## src/rtl/rxdet_pkg.sv

```systemverilog
package rxdet_pkg;
  localparam int NUM_GRP    = 2;
  localparam int LANES_GRP  = 2;
  localparam int NUM_LANE   = NUM_GRP * LANES_GRP;

  typedef enum logic [2:0] {
    ST_PWRDN   = 3'd0,
    ST_HELD    = 3'd1,
    ST_RAMP_UP = 3'd2,
    ST_RAMP_DN = 3'd3,
    ST_EVAL    = 3'd4,
    ST_DONE    = 3'd5
  } det_state_t;
endpackage

```

## src/rtl/rxdet_lowq.sv

```systemverilog
module rxdet_lowq #(
  parameter int LOW_MIN_CYC = 25
) (
  input  logic clk,
  input  logic rst_n,
  input  logic pwrdn_n,
  input  logic probe_rst_n,
  output logic good_rise,
  output logic short_rise
);
  localparam int CW = $clog2(LOW_MIN_CYC + 1);
  localparam logic [CW-1:0] LOW_SAT = CW'(LOW_MIN_CYC);

  logic [CW-1:0] low_cnt;

  always_ff @(posedge clk or negedge rst_n) begin
    if (!rst_n)                      low_cnt <= '0;
    else if (!pwrdn_n || probe_rst_n) low_cnt <= '0;
    else if (low_cnt != LOW_SAT)     low_cnt <= low_cnt + 1'b1;
  end

  assign good_rise  = pwrdn_n && probe_rst_n && (low_cnt == LOW_SAT);
  assign short_rise = pwrdn_n && probe_rst_n && (low_cnt != '0) && (low_cnt != LOW_SAT);

  AST_RISE_AFTER_LOW: assert property (@(posedge clk) disable iff (!rst_n)
    good_rise |-> $past(!probe_rst_n && pwrdn_n));
endmodule

```

## src/rtl/rxdet_seq.sv

```systemverilog
module rxdet_seq
  import rxdet_pkg::*;
#(
  parameter int RAMP_UP_CYC = 100000,
  parameter int RAMP_DN_CYC = 188
) (
  input  logic       clk,
  input  logic       rst_n,
  input  logic       pwrdn_n,
  input  logic       probe_rst_n,
  input  logic       good_rise,
  input  logic       short_rise,
  output det_state_t st,
  output logic       ramp_up,
  output logic       ramp_dn,
  output logic       sampling,
  output logic       eval
);
  localparam int TMAX = (RAMP_UP_CYC > RAMP_DN_CYC) ? RAMP_UP_CYC : RAMP_DN_CYC;
  localparam int TW   = $clog2(TMAX + 1);

  det_state_t    nxt;
  logic [TW-1:0] tmr, tmr_nxt;

  always_comb begin
    nxt     = st;
    tmr_nxt = tmr;
    if (!pwrdn_n)          nxt = ST_PWRDN;
    else if (!probe_rst_n) nxt = ST_HELD;
    else begin
      case (st)
        ST_PWRDN: nxt = ST_DONE;
        ST_HELD: begin
          if (good_rise) begin
            nxt     = ST_RAMP_UP;
            tmr_nxt = TW'(RAMP_UP_CYC - 1);
          end else if (short_rise) begin
            nxt = ST_DONE;
          end
        end
        ST_RAMP_UP: begin
          if (tmr == '0) begin
            nxt     = ST_RAMP_DN;
            tmr_nxt = TW'(RAMP_DN_CYC - 1);
          end else tmr_nxt = tmr - 1'b1;
        end
        ST_RAMP_DN: begin
          if (tmr == '0) nxt = ST_EVAL;
          else           tmr_nxt = tmr - 1'b1;
        end
        ST_EVAL: nxt = ST_DONE;
        default: nxt = ST_DONE;
      endcase
    end
  end

  always_ff @(posedge clk or negedge rst_n) begin
    if (!rst_n) begin
      st  <= ST_PWRDN;
      tmr <= '0;
    end else begin
      st  <= nxt;
      tmr <= tmr_nxt;
    end
  end

  assign ramp_up  = (st == ST_RAMP_UP);
  assign ramp_dn  = (st == ST_RAMP_DN);
  assign sampling = ramp_up || ramp_dn;
  assign eval     = (st == ST_EVAL);

  AST_HELD_PARKS: assert property (@(posedge clk) disable iff (!rst_n)
    (pwrdn_n && !probe_rst_n) |=> (st == ST_HELD));
  AST_DOWN_AFTER_UP: assert property (@(posedge clk) disable iff (!rst_n)
    $rose(ramp_dn) |-> $past(ramp_up));
  AST_SHORT_NO_RAMP: assert property (@(posedge clk) disable iff (!rst_n)
    short_rise |=> !ramp_up);
endmodule

```

## src/rtl/rxdet_grp.sv

```systemverilog
module rxdet_grp #(
  parameter int EN_SETUP_CYC = 25,
  parameter int EN_HOLD_CYC  = 250000
) (
  input  logic       clk,
  input  logic       rst_n,
  input  logic       pwrdn_n,
  input  logic       probe_en,
  input  logic [1:0] seen,
  input  logic       good_rise,
  input  logic       sampling,
  input  logic       eval,
  output logic       found,
  output logic       en_lat,
  output logic       err
);
  localparam int SW = $clog2(EN_SETUP_CYC + 1);
  localparam int HW = $clog2(EN_HOLD_CYC + 1);
  localparam logic [SW-1:0] SETUP_SAT = SW'(EN_SETUP_CYC);

  logic [SW-1:0] hi_cnt;
  logic [HW-1:0] hold_cnt;
  logic          en_q;
  logic [1:0]    acc;

  // enable history, observed regardless of power state
  always_ff @(posedge clk or negedge rst_n) begin
    if (!rst_n) begin
      hi_cnt <= '0;
      en_q   <= 1'b0;
    end else begin
      en_q <= probe_en;
      if (!probe_en)               hi_cnt <= '0;
      else if (hi_cnt != SETUP_SAT) hi_cnt <= hi_cnt + 1'b1;
    end
  end

  always_ff @(posedge clk or negedge rst_n) begin
    if (!rst_n) begin
      found <= 1'b0; en_lat <= 1'b1; err <= 1'b0; hold_cnt <= '0; acc <= '0;
    end else if (!pwrdn_n) begin
      found <= 1'b0; en_lat <= 1'b1; err <= 1'b0; hold_cnt <= '0; acc <= '0;
    end else if (good_rise) begin
      en_lat   <= probe_en;
      found    <= 1'b0;
      acc      <= '0;
      hold_cnt <= HW'(EN_HOLD_CYC);
      err      <= probe_en && (hi_cnt < SETUP_SAT);
    end else begin
      if (hold_cnt != '0) begin
        hold_cnt <= hold_cnt - 1'b1;
        if (probe_en != en_q) err <= 1'b1;
      end
      if (sampling) acc   <= acc | seen;
      if (eval)     found <= en_lat && (acc != '0);
    end
  end

  AST_NO_HIT_PARKS: assert property (@(posedge clk) disable iff (!rst_n)
    (pwrdn_n && eval && acc == '0) |=> !found);
  AST_SKIPPED_NOT_FOUND: assert property (@(posedge clk) disable iff (!rst_n)
    (pwrdn_n && !good_rise && !en_lat) |=> !found);
  AST_HOLD_FLAG: assert property (@(posedge clk) disable iff (!rst_n)
    (pwrdn_n && !good_rise && hold_cnt != '0 && probe_en != en_q) |=> err);
endmodule

```

## src/rtl/rxdet_ctrl.sv

```systemverilog
module rxdet_ctrl
  import rxdet_pkg::*;
#(
  parameter int LOW_MIN_CYC  = 25,
  parameter int EN_SETUP_CYC = 25,
  parameter int RAMP_UP_CYC  = 100000,
  parameter int RAMP_DN_CYC  = 188,
  parameter int EN_HOLD_CYC  = 250000
) (
  input  logic                clk,
  input  logic                rst_n,
  input  logic                pwrdn_n,
  input  logic                probe_rst_n,
  input  logic [NUM_GRP-1:0]  probe_en,
  input  logic [NUM_LANE-1:0] rcv_seen,
  output logic [NUM_LANE-1:0] rx_term_on,
  output logic [NUM_LANE-1:0] tx_term_on,
  output logic [NUM_LANE-1:0] cm_active,
  output logic                cm_ramp_up,
  output logic                cm_ramp_dn,
  output logic [NUM_GRP-1:0]  probe_err
);
  det_state_t          st;
  logic                good_rise, short_rise, sampling, eval;
  logic [NUM_GRP-1:0]  found, en_lat;
  logic [NUM_LANE-1:0] lane_on;
  logic                probing;

  rxdet_lowq #(.LOW_MIN_CYC(LOW_MIN_CYC)) u_lowq (
    .clk(clk), .rst_n(rst_n), .pwrdn_n(pwrdn_n), .probe_rst_n(probe_rst_n),
    .good_rise(good_rise), .short_rise(short_rise)
  );

  rxdet_seq #(.RAMP_UP_CYC(RAMP_UP_CYC), .RAMP_DN_CYC(RAMP_DN_CYC)) u_seq (
    .clk(clk), .rst_n(rst_n), .pwrdn_n(pwrdn_n), .probe_rst_n(probe_rst_n),
    .good_rise(good_rise), .short_rise(short_rise), .st(st),
    .ramp_up(cm_ramp_up), .ramp_dn(cm_ramp_dn), .sampling(sampling), .eval(eval)
  );

  for (genvar g = 0; g < NUM_GRP; g++) begin : g_grp
    rxdet_grp #(.EN_SETUP_CYC(EN_SETUP_CYC), .EN_HOLD_CYC(EN_HOLD_CYC)) u_grp (
      .clk(clk), .rst_n(rst_n), .pwrdn_n(pwrdn_n), .probe_en(probe_en[g]),
      .seen(rcv_seen[g*LANES_GRP +: LANES_GRP]), .good_rise(good_rise),
      .sampling(sampling), .eval(eval),
      .found(found[g]), .en_lat(en_lat[g]), .err(probe_err[g])
    );
  end

  assign probing = (st == ST_RAMP_UP) || (st == ST_RAMP_DN) || (st == ST_EVAL);

  // a lane follows its group: skipped groups terminate, probed groups wait for the result
  for (genvar c = 0; c < NUM_LANE; c++) begin : g_lane
    localparam int G = c / LANES_GRP;
    assign lane_on[c] = (st == ST_DONE) ? (!en_lat[G] || found[G])
                                        : (probing && !en_lat[G]);
  end

  assign rx_term_on = lane_on;
  assign tx_term_on = lane_on;
  assign cm_active  = lane_on;

  AST_PWRDN_PARKS: assert property (@(posedge clk) disable iff (!rst_n)
    !pwrdn_n |=> (rx_term_on == '0 && tx_term_on == '0 && cm_active == '0
                  && !cm_ramp_up && !cm_ramp_dn));
  AST_HELD_NO_TERM: assert property (@(posedge clk) disable iff (!rst_n)
    (pwrdn_n && !probe_rst_n) |=> (rx_term_on == '0 && !cm_ramp_up && !cm_ramp_dn));
endmodule

```

## config.mk

```make
export PLATFORM = sky130hd
export DESIGN_NAME = rxdet_ctrl
export DESIGN_NICKNAME = d
export VERILOG_FILES = /design/src/rtl/rxdet_pkg.sv /design/src/rtl/rxdet_lowq.sv /design/src/rtl/rxdet_seq.sv /design/src/rtl/rxdet_grp.sv /design/src/rtl/rxdet_ctrl.sv
export SDC_FILE = /design/constraint.sdc
export NUM_CORES = 1
export LEC_CHECK = 0
export ABC_CLOCK_PERIOD_IN_PS = 5150
export BUFFER_PORTS_ARGS = -buffer_cell sky130_fd_sc_hd__buf_2
export CORE_MARGIN = 2
export CORE_UTILIZATION = 60
export CTS_BUF_LIST = sky130_fd_sc_hd__clkbuf_4 sky130_fd_sc_hd__clkbuf_8
export DETAILED_ROUTE_END_ITERATION = 8
export PLACE_DENSITY_LB_ADDON = 0.25
export REMOVE_ABC_BUFFERS = 1
export SYNTH_ARGS = -nofsm -noshare
export SYNTH_HDL_FRONTEND = slang
export SYNTH_HIERARCHICAL = 1
export SYNTH_SLANG_ARGS = --single-unit
```

## constraint.sdc

```tcl
create_clock -name clk -period 5.15 [get_ports clk]
set_clock_uncertainty 0.2 [all_clocks]
set_input_delay 1.2875 -clock clk [delete_from_list [all_inputs] [get_ports clk]]
set_output_delay 1.2875 -clock clk [all_outputs]
set_load 0.02 [all_outputs]
```

# == Word-level counts from Yosys, hierarchy flattened ==
# Index checks and enable logic that the tools add are counted.
# op_classes
add_sub_neg,6
n_lt_le_gt_ge,2
n_eq_ne,25
muxes,49
n_bitwise,2
n_reduce_logical,30
# ops
op,count
18-bit 2-to-1 mux,6
17-bit 2-to-1 mux,3
17-bit one-hot mux with 3 select lines,1
18-bit nonzero test,2
18-bit by 1-bit subtractor with 18-bit output (second input constant),2
5-bit 2-to-1 mux,6
1-bit 2-to-1 mux,20
3-bit 2-to-1 mux,6
3-bit by 1-bit != test with 1-bit output (second input constant),6
17-bit logical NOT,1
17-bit by 1-bit subtractor with 17-bit output (second input constant),1
5-bit by 1-bit adder with 5-bit output (second input constant),3
5-bit != test (second input constant),3
2-bit 2-to-1 mux,6
1-bit logical AND,10
5-bit less-than comparator (second input constant),2
3-bit one-hot mux with 3 select lines,1
2-bit by 1-bit != test with 1-bit output (second input constant),4
4-bit != test (second input constant),2
3-bit by 2-bit == test with 1-bit output (second input constant),2
3-bit == test (second input constant),2
2-bit nonzero test,3
5-bit == test (second input constant),1
1-bit logical OR,5
11 further kinds,16
# word_totals
register_bits,83
out_inout_bits,16

# == Depth between registers and ports, before layout ==
# logic_depth
depth_word,8
depth_mapped,11

# == By module ==
# Netlist, hierarchy kept.
# modules_own_cells
module,n_inst,cells_each,area_each_um2
rxdet_grp,2,158,1695.4
rxdet_seq,1,139,1177.4
rxdet_lowq,1,34,374.1
rxdet_ctrl,1,17,126.4

# == Worst setup path after synthesis ==
# OpenSTA, ideal clock, no wires.
# synth_timing
path_type,in2reg
start,input port probe_rst_n
end,register u_seq.tmr[12]
setup_ps,127
t_arrival_ps,3098
required_time_ps,4823
setup_slack_ps,1725
stages,8
path_cell_list,clkbuf_1 -> and3_2 -> a21oi_1 -> or2_2 -> clkbuf_1 -> a31oi_1 -> a31oi_1 -> or2_2
# synth_between
elab_chain_cells,4
# synth_lines
element,line,text
"start, declared",rxdet_ctrl.sv:13,"input logic probe_rst_n,"
1-bit logical AND (2 in a row),rxdet_lowq.sv:22,assign good_rise = pwrdn_n && probe_rst_n && (low_cnt == LOW_SAT);
named net good_rise,rxdet_ctrl.sv:24,"logic good_rise, short_rise, sampling, eval;"
2-bit by 1-bit != test with 1-bit output (no line),-,
5-bit AND reduction (no line),-,
"end signal, assigned",rxdet_seq.sv:63,tmr <= tmr_nxt;
"end, declared",rxdet_seq.sv:23,"logic [TW-1:0] tmr, tmr_nxt;"
# The timed path passes the listed nets, and every way through them passes these cells.
# A chain may end at the register's enable or synchronous reset.

# == Worst setup path in the final report ==
# layout_timing
start,register u_seq.st[1]
end,output port cm_ramp_dn
# layout_between
elab_chain_cells,1
# layout_lines
element,line,text
"start, declared",rxdet_seq.sv:13,"output det_state_t st,"
"start signal, assigned",rxdet_seq.sv:62,st <= nxt;
3-bit by 2-bit == test with 1-bit output,rxdet_seq.sv:68,assign ramp_dn = (st == ST_RAMP_DN);
"end, declared",rxdet_ctrl.sv:20,"output logic cm_ramp_dn,"
# Every way passes these cells.

==> summary.txt <==
Outcome: finished clean
Fin cells: 623
Crit Path Class: reg -> out
XOR/XNOR share of the synthesized area: 2.76%
Clock power frac: 19.7%
RSZ-0062 raised after global routing: no
Fin nets: 533
Worst Setup Start Kind: flip-flop
Initial antenna violation count: 0
Sw Share: 41.9%
Fin crit share: 68.6%
Post-synthesis mux area share: 4.37%
Required @ worst endpoint: 3660 ps
Via Count: 3,850
Number of diodes: 0
# clock sinks: 83
Synth cell types: 71
Crit path capture type: output pin
PwrDens: 500 nW/um^2
First-pass GRT wire length: 17,700 microns
Cts hold-fix bufs: 0
Cell-internal power: 0.00155 W
Post-synth top area cell: dfrtp_1
CTS tree: done
Post-detailed-routing wire length: 10,200 microns
Fillers: 666
Post-DRT Antenna Nets: 0
Min-Delay Path Depth: 1
Mapped cell area: 5070 sq um
Number of setup buffers added after CTS: 0
Core area: 8220 sq um
Fin. Hold Viols: 0
Adder-cell share of the synthesized area: 2.47%
R2r endpoint: u_seq/tmr[8]$_DFFE_PN0P_
Number of synthesized flops with an enable pin: 0
WL/cell: 16.4 microns
Die Ht: 95.9 microns
GRT Overall Usage: 24.5%
Placed insts: 607
Gpl congestion: 0.876
Max Slew Vio Count: 0
Clock buffer depth: 2
Io pins: 26
YS warnings: 6
Clock H-tree levels: 3
Flop pwr share: 36.6%
Max layer used: met4
Critical Path Source: u_seq/st[1]$_DFFE_PN0P_
Top area cells in the synthesized netlist: dfrtp_1 (40%), mux2i_1 (3.6%), nand2_1 (3.3%)
PortBufs: 25
Peak Freq: 283 MHz
Met3 routed WL: 302 microns
Simple-gate share of the synthesized area: 25.7%
Main synth FF type: dfrtp_1
Remaining global-route overflow: 0
1st-pass router iterations: 4
Number of DRC markers in iteration 0: 214
Final setup viols: 0
DIE WIDTH: 95.9 microns
Reg2reg path depth: 9
Hpwl dp: 7060 microns
Peak VDD IR: 0.000355 V
Gate power share: 43.7%
Share of cells above drive strength 1: 17.0%
Worst-path maximum fanout: 14
Max-Cap Viols: 0
Post-synthesis instance total: 506
Worst-skew pair later-pin latency: 350 ps
Final worst path period need: 3530 ps
Crit path arrival time: 2040 ps
Vias in the first global route: 3,717
WL met1: 4640 microns
CTS Root Cell: clkbuf_8
Main combinational cell family by area after synthesis: simple AND/OR/NAND/NOR gates
Synth Area per Inst: 10.0 sq um
Clk slew on worst S/H paths: 80 ps
Area Overhead vs Synth: 5.38%
Via density: 6.18
Worst-Margin Slew: 1020 ps
Worst hold-check path type: reg -> reg
Synthesized flop and latch total: 83
Met2 WL post-DR: 5170 microns
Setup TNS: 0 ps
Largest net degree at the start of global routing: 84
Post-synth ARST share: 100%
Count leader, synth: dfrtp_1
Complex-gate fraction of the synthesized area: 18.0%
R2R setup slack: 1910 ps
Post-synth top cells: dfrtp_1 (81), nand2_1 (45), a21oi_1 (24), nor2_1 (24)
Drc violations: 0
Max_slew headroom: 31.9%
Top-area cell type share of the netlist area: 40.0%
FF-to-FF Start: u_lowq/low_cnt[1]$_DFFE_PN0P_
Cell Rows: 33
Critical Path End: cm_ramp_dn
Leak: 2.32 nW
Post-CTS resize count: 0
CTS Buf Count: 9
Seq/Total Area, Yosys: 41.0%
Initial core utilization: 61.7%
Die ar.: 9200 sq um
Psw: 0.00112 W
state kept, by name (all words and copies together), names as in the netlist:
register / flops
u_seq/tmr: 17
g_grp.u_grp/acc: 4
g_grp.u_grp/found: 2
g_grp.u_grp/en_lat: 2
g_grp.u_grp/hold_cnt: 36
g_grp.u_grp/en_q: 2
u_lowq/low_cnt: 5
g_grp.u_grp/err: 2
g_grp.u_grp/hi_cnt: 10
u_seq/st: 3
through the flow:
step	cell area (sq um)	total power, W	util (%)	worst slack [ps]	hold WS, ps
6_report	5340	0.00267	65.0	1620	297
5_1_grt	5340	0.00285	65.0	1460	335
4_1_cts	5340	0.00268	65.0	1610	302
3_5_place_dp	5110	0.00214	62.3	1380	284
3_3_place_gp	5110	0.00210	62.3	1440	271
2_1_floorplan	4840	0.00189	-	550	250
worst max-delay path, cell delays in order, from the launching register on:
cell and delay, ps:
dfrtp_1 550, nand2b_1 300, inv_1 440, and2_1 230, buf_2 170
metal layers:
| metal | up-vias | global-route usage, % |
|---|---|---|
| li1 | 1871 | - |
| met1 | 1894 | 33.5 |
| met2 | 73 | 40.3 |
| met3 | 12 | 2.98 |
| met4 | 0 | 8.93 |
| met5 | - | 0 |
worst min path at each step:
stage	end	slack, ps	from
floorplan	u_seq/tmr[9]$_DFFE_PN0P_	250	u_seq/tmr[9]$_DFFE_PN0P_
global placement	u_seq/tmr[9]$_DFFE_PN0P_	270	u_seq/tmr[9]$_DFFE_PN0P_
detailed placement	u_seq/tmr[9]$_DFFE_PN0P_	280	u_seq/tmr[9]$_DFFE_PN0P_
CTS	u_seq/tmr[9]$_DFFE_PN0P_	300	u_seq/tmr[9]$_DFFE_PN0P_
global route	u_seq/tmr[9]$_DFFE_PN0P_	340	u_seq/tmr[9]$_DFFE_PN0P_
finish	u_seq/tmr[9]$_DFFE_PN0P_	300	u_seq/tmr[9]$_DFFE_PN0P_
cell usage in the layout (no fill, tap or decap), types with 5 or more instances in the layout:
cell / count
nor4_1: 7
a31oi_1: 7
nand4_1: 6
a21oi_1: 24
nand2_1: 45
nor2b_1: 8
clkbuf_8: 10
o21ai_1: 7
mux2i_1: 18
nand3b_1: 11
o21a_1: 12
nor2_1: 24
nand2b_1: 18
xnor2_1: 12
buf_2: 24
dfrtp_1: 81
ha_1: 10
o21ai_0: 18
inv_1: 15
nor3_1: 7
or3_1: 8
or2_2: 6
and2_1: 5
nand3_1: 17
a2111o_1: 8
a211oi_2: 6
kinds of logic (layout without fill, tap and decap cells):
logic type	count (synthesis)	after routing
and+or+nand+nor	206	206
DFF	83	83
buffers and inverters	46	58
muxes	21	21
adders and majority gates	10	10
xor gates and xnor gates	16	16
AOI/OAI and AO/OA	124	124
power groups by stage:
| stage | clock [W] | sequential [W] | combinational [W] |
|---|---|---|---|
| 2_1_floorplan | 0 | 0.000949 | 0.000943 |
| 3_3_place_gp | 0 | 0.000978 | 0.00112 |
| 3_5_place_dp | 0 | 0.000988 | 0.00115 |
| 4_1_cts | 0.000538 | 0.000977 | 0.00116 |
| 5_1_grt | 0.000565 | 0.00100 | 0.00128 |
| 6_report | 0.000525 | 0.000979 | 0.00117 |
cell type report:
type | instances | area [sq um] | area share [%]
Inverter | 15 | 56.3 | 1.05
Clock buffer | 10 | 138 | 2.58
Sequential cell | 83 | 2080 | 38.9
Clock inverter | 6 | 88.8 | 1.66
Multi-Input combinational cell | 377 | 2710 | 50.6
Tap cell | 105 | 131 | 2.46
Timing Repair Buffer | 27 | 143 | 2.67
(Power assumes the default switching activity.)
